--- src/rtl/adsub_pkg.sv ---
package adsub_pkg;

    // Operation select encoding for the mode input
    typedef enum logic {
        OP_ADD = 1'b0,
        OP_SUB = 1'b1
    } adsub_op_e;

endpackage

--- src/rtl/adsub_fa.sv ---
module adsub_fa (
    input  logic x_i,
    input  logic y_i,
    input  logic c_i,
    output logic s_o,
    output logic c_o
);

    // One bit cell: parity sum and majority carry
    always_comb begin
        s_o = x_i ^ y_i ^ c_i;
        c_o = (x_i & y_i) | (x_i & c_i) | (y_i & c_i);
    end

endmodule

--- src/rtl/adsub_operand.sv ---
module adsub_operand #(
    parameter int WIDTH = 4
) (
    input  logic [WIDTH-1:0] b_i,
    input  logic             sub_i,
    output logic [WIDTH-1:0] b_eff_o,
    output logic             cin_o
);

    import adsub_pkg::*;

    adsub_op_e op;

    always_comb op = adsub_op_e'(sub_i);

    // Conditional inversion: each bit passes through an XOR with the mode
    for (genvar i = 0; i < WIDTH; i++) begin : g_inv
        always_comb b_eff_o[i] = b_i[i] ^ (op == OP_SUB);
    end

    // The +1 of the two's-complement negate enters as the chain's carry-in
    always_comb cin_o = (op == OP_SUB);

endmodule

--- src/rtl/adsub_ripple.sv ---
module adsub_ripple #(
    parameter int WIDTH = 4
) (
    input  logic [WIDTH-1:0] a_i,
    input  logic [WIDTH-1:0] b_i,
    input  logic             cin_i,
    output logic [WIDTH-1:0] sum_o,
    output logic             c_msb_in_o,
    output logic             c_msb_out_o
);

    localparam int NCARRY = WIDTH + 1;

    logic [NCARRY-1:0] carry;

    always_comb carry[0] = cin_i;

    for (genvar i = 0; i < WIDTH; i++) begin : g_stage
        adsub_fa u_fa (
            .x_i (a_i[i]),
            .y_i (b_i[i]),
            .c_i (carry[i]),
            .s_o (sum_o[i]),
            .c_o (carry[i+1])
        );
    end

    always_comb begin
        c_msb_in_o  = carry[WIDTH-1];
        c_msb_out_o = carry[WIDTH];
    end

endmodule

--- src/rtl/adsub_ovf.sv ---
module adsub_ovf (
    input  logic c_msb_in_i,
    input  logic c_msb_out_i,
    output logic ovf_o
);

    // Range is left exactly when the top stage's carries disagree
    always_comb ovf_o = c_msb_in_i ^ c_msb_out_i;

endmodule

--- src/rtl/adder_subtractor.sv ---
module adder_subtractor #(
    parameter int WIDTH = 4
) (
    input  logic [WIDTH-1:0] op_a,
    input  logic [WIDTH-1:0] op_b,
    input  logic             sub_mode,
    output logic [WIDTH-1:0] result,
    output logic             carry_out,
    output logic             ovf
);

    logic [WIDTH-1:0] b_eff;
    logic             cin;
    logic             c_top_in;
    logic             c_top_out;

    adsub_operand #(.WIDTH(WIDTH)) u_operand (
        .b_i     (op_b),
        .sub_i   (sub_mode),
        .b_eff_o (b_eff),
        .cin_o   (cin)
    );

    adsub_ripple #(.WIDTH(WIDTH)) u_chain (
        .a_i         (op_a),
        .b_i         (b_eff),
        .cin_i       (cin),
        .sum_o       (result),
        .c_msb_in_o  (c_top_in),
        .c_msb_out_o (c_top_out)
    );

    adsub_ovf u_flag (
        .c_msb_in_i  (c_top_in),
        .c_msb_out_i (c_top_out),
        .ovf_o       (ovf)
    );

    always_comb carry_out = c_top_out;

endmodule

--- config.mk ---
export PLATFORM = sky130hd
export DESIGN_NAME = adder_subtractor
export DESIGN_NICKNAME = d
export VERILOG_FILES = /design/src/rtl/adsub_pkg.sv /design/src/rtl/adsub_fa.sv /design/src/rtl/adsub_operand.sv /design/src/rtl/adsub_ripple.sv /design/src/rtl/adsub_ovf.sv /design/src/rtl/adder_subtractor.sv
export SDC_FILE = /design/constraint.sdc
export NUM_CORES = 1
export LEC_CHECK = 0
export BUFFER_PORTS_ARGS = -buffer_cell sky130_fd_sc_hd__buf_2
export CAP_MARGIN = 25
export CORE_AREA = 2 2 39 41
export DETAILED_ROUTE_END_ITERATION = 12
export DIE_AREA = 0 0 41 43
export PLACE_DENSITY_LB_ADDON = 0.15
export SYNTH_ARGS = -nofsm -noshare
export SYNTH_HDL_FRONTEND = slang
export SYNTH_SLANG_ARGS = --single-unit
--- constraint.sdc ---
create_clock -name vclk -period 1.6
set_input_delay 0 -clock vclk [all_inputs]
set_output_delay 0 -clock vclk [all_outputs]
set_load 0.01 [all_outputs]
==> run summary <==
Max-cap viol count: 0
Int Pwr: 82.63 uW
DR vias: 150
Crit path max fanout: 2
Routed WL: 357 microns
Final Cycle Share: 1.028
Minimum clock period: 1.646 ns
Combinational fraction of design power: 1.000
Routed Antenna Nets: 0
Post-synthesis compound-gate area fraction: 0
Hold crit path type: in2out
Finished Cell Area: 292.8 sq um
Vias in the first global route: 155
Port Buffers: 15
Failing checks: setup timing
DR vias/cell: 3.125
Final Net Count: 46
Largest net degree at the start of global routing: 4
Slew Limit Headroom: 0.8494
Routing usage on met3: 0.01047
RSZ-0062 raised after global routing: yes
Synth Cell Area: 160.2 sq um
1st-iter DRT viols: 0
I/O pins: 15
Clk_buf instances: 0
FFs & Latches: 0
Met1 usage: 0.05519
Adder-cell area share of the yosys netlist: 0.3750
Post-Synth XOR/XNOR Area: 0.2734
Synth warn: 0
CP Launch Type: primary input
FMAX: 607.7 MHz
Worst-Margin Slew: 0.2252 ns
Commonest cells after routing, fill and taps aside: buf_2 (12), buf_4 (4), xor2_1 (3), fa_2 (3), buf_6 (3)
Initial antenna violation count: 0
Gr usage total: 0.04330
Arr. time, crit path: 1.65 ns
Max Slew Vio Count: 0
Syn Inst Count: 17
Final Total Pwr: 148.9 uW
Most common cell after layout, fill and taps aside: buf_2
First-pass GRT wire length: 565 microns
Distinct cells, synth: 6
Wire length per cell: 7.438 microns
Layout Area Growth over Synthesis: 82.81%
Core region area: 1384 sq um
Hpwl dp: 330.6 microns
Leakage power: 0.0001540 uW
Nature of the critical path endpoint: primary output
Sw power: 66.24 uW
Syn nets: 29
DR pass1 iterations: 1
CP Class: in2out
Placer congestion estimate: 0.5524
DR DRC count: 0
ANT cells: 0
Fin Hold WS: 0.3450 ns
Area of the die: 1763 sq um
Share of layout cells above drive strength 1: 0.8125
Run status: finished with violations
Seq pwr share: 0
Grt ovf: 0
Post-CTS Resized: 8
Die X-Extent: 41 microns
Max VDD drop: 0.2699 mV
GR Util met2: 0.07500
Switching share of power: 0.4450
Hold_buf cts: 0
GR peak layer: met2
Power Density: 508.5 nW/um^2
# setup viols final: 2
Multiplexer area fraction after synthesis: 0.07031
Critical hold path startpoint: op_b[0]
Avg Inst Size Synth: 9.421 sq um
Setup ws final: -0.04557 ns
Worst EP required: 1.60 ns
Post-CTS Repair Setup Buffers: 0
Hold EP: result[0]
Row cnt: 14
Final hold vios: 0
Hold Path Depth: 4
Clock share of power: 0
Placed cell area: 265.3 sq um
Die height: 43 microns
Initial core utilization: 0.1157
Reg area: 0 sq um
Post-synthesis sequential area ratio: 0
Largest family of logic cells by synthesized area: adder cells
Synth Area in Simple Gates: 0
[Yosys cell counts]
master   instances  area, sq um
xor2_1           3        26.28
inv_1            4        15.01
buf_4            4        30.03
fa_1             3        60.06
mux2_2           1        11.26
xnor2_1          2        17.52
[per-layer routing]
metal | wire length (microns) | part of all wire
met1 | 138 | 0.39
met2 | 153 | 0.43
met3 | 65 | 0.18
met4 | 0 | 0
met5 | 0 | 0
[cell families (layout without fill, tap and decap cells)]
| family | Yosys count | in the layout |
|---|---|---|
| buffers and inverters | 8 | 23 |
| multiplexers | 1 | 1 |
| adder cells (fa/ha/maj) | 3 | 3 |
| XOR/XNOR | 5 | 5 |
[per-stage QoR]
| step | setup WS (ns) | util | cells | TNS, ns |
|---|---|---|---|---|
| after floorplan | -0.03080 | - | 17 | -0.03080 |
| after global placement | -0.1209 | 0.1917 | 48 | -0.2341 |
| after detailed placement | -0.1370 | 0.1917 | 48 | -0.2953 |
| after CTS | -0.05493 | 0.2116 | 48 | -0.09633 |
| after global routing | -0.1236 | 0.2116 | 48 | -0.2209 |
| final | -0.04557 | 0.2116 | 48 | -0.07972 |
[power by group through the flow]
stage	clock network (uW)	logic, uW	registers, uW
2_1_floorplan	0	101	0
3_3_place_gp	0	129	0
3_5_place_dp	0	131	0
4_1_cts	0	153	0
5_1_grt	0	166	0
6_report	0	149	0
[worst max-delay path by stage]
stage / from / to / slack (ns)
after global placement: op_b[0] / result[3] / -0.12
final: op_b[0] / ovf / -0.05
after floorplan: op_b[0] / result[3] / -0.03
after global routing: op_b[0] / ovf / -0.12
after detailed placement: op_b[0] / ovf / -0.14
after CTS: op_b[0] / ovf / -0.05
[final cells by class]
| class | instances | area [sq um] |
|---|---|---|
| fill | 161 | 1091 |
| multi-input combinational | 9 | 133.9 |
| timing repair buffer | 19 | 123.9 |
| tap | 16 | 20.02 |
| inverter | 4 | 15.01 |
[critical path, stage by stage]
cell	delay [ns]
buf_6	0.10
mux2_4	0.29
fa_2	0.34
inv_2	0.06
fa_2	0.20
inv_2	0.04
fa_2	0.35
xnor2_2	0.14
buf_2	0.14
(Power assumes the default switching activity.)
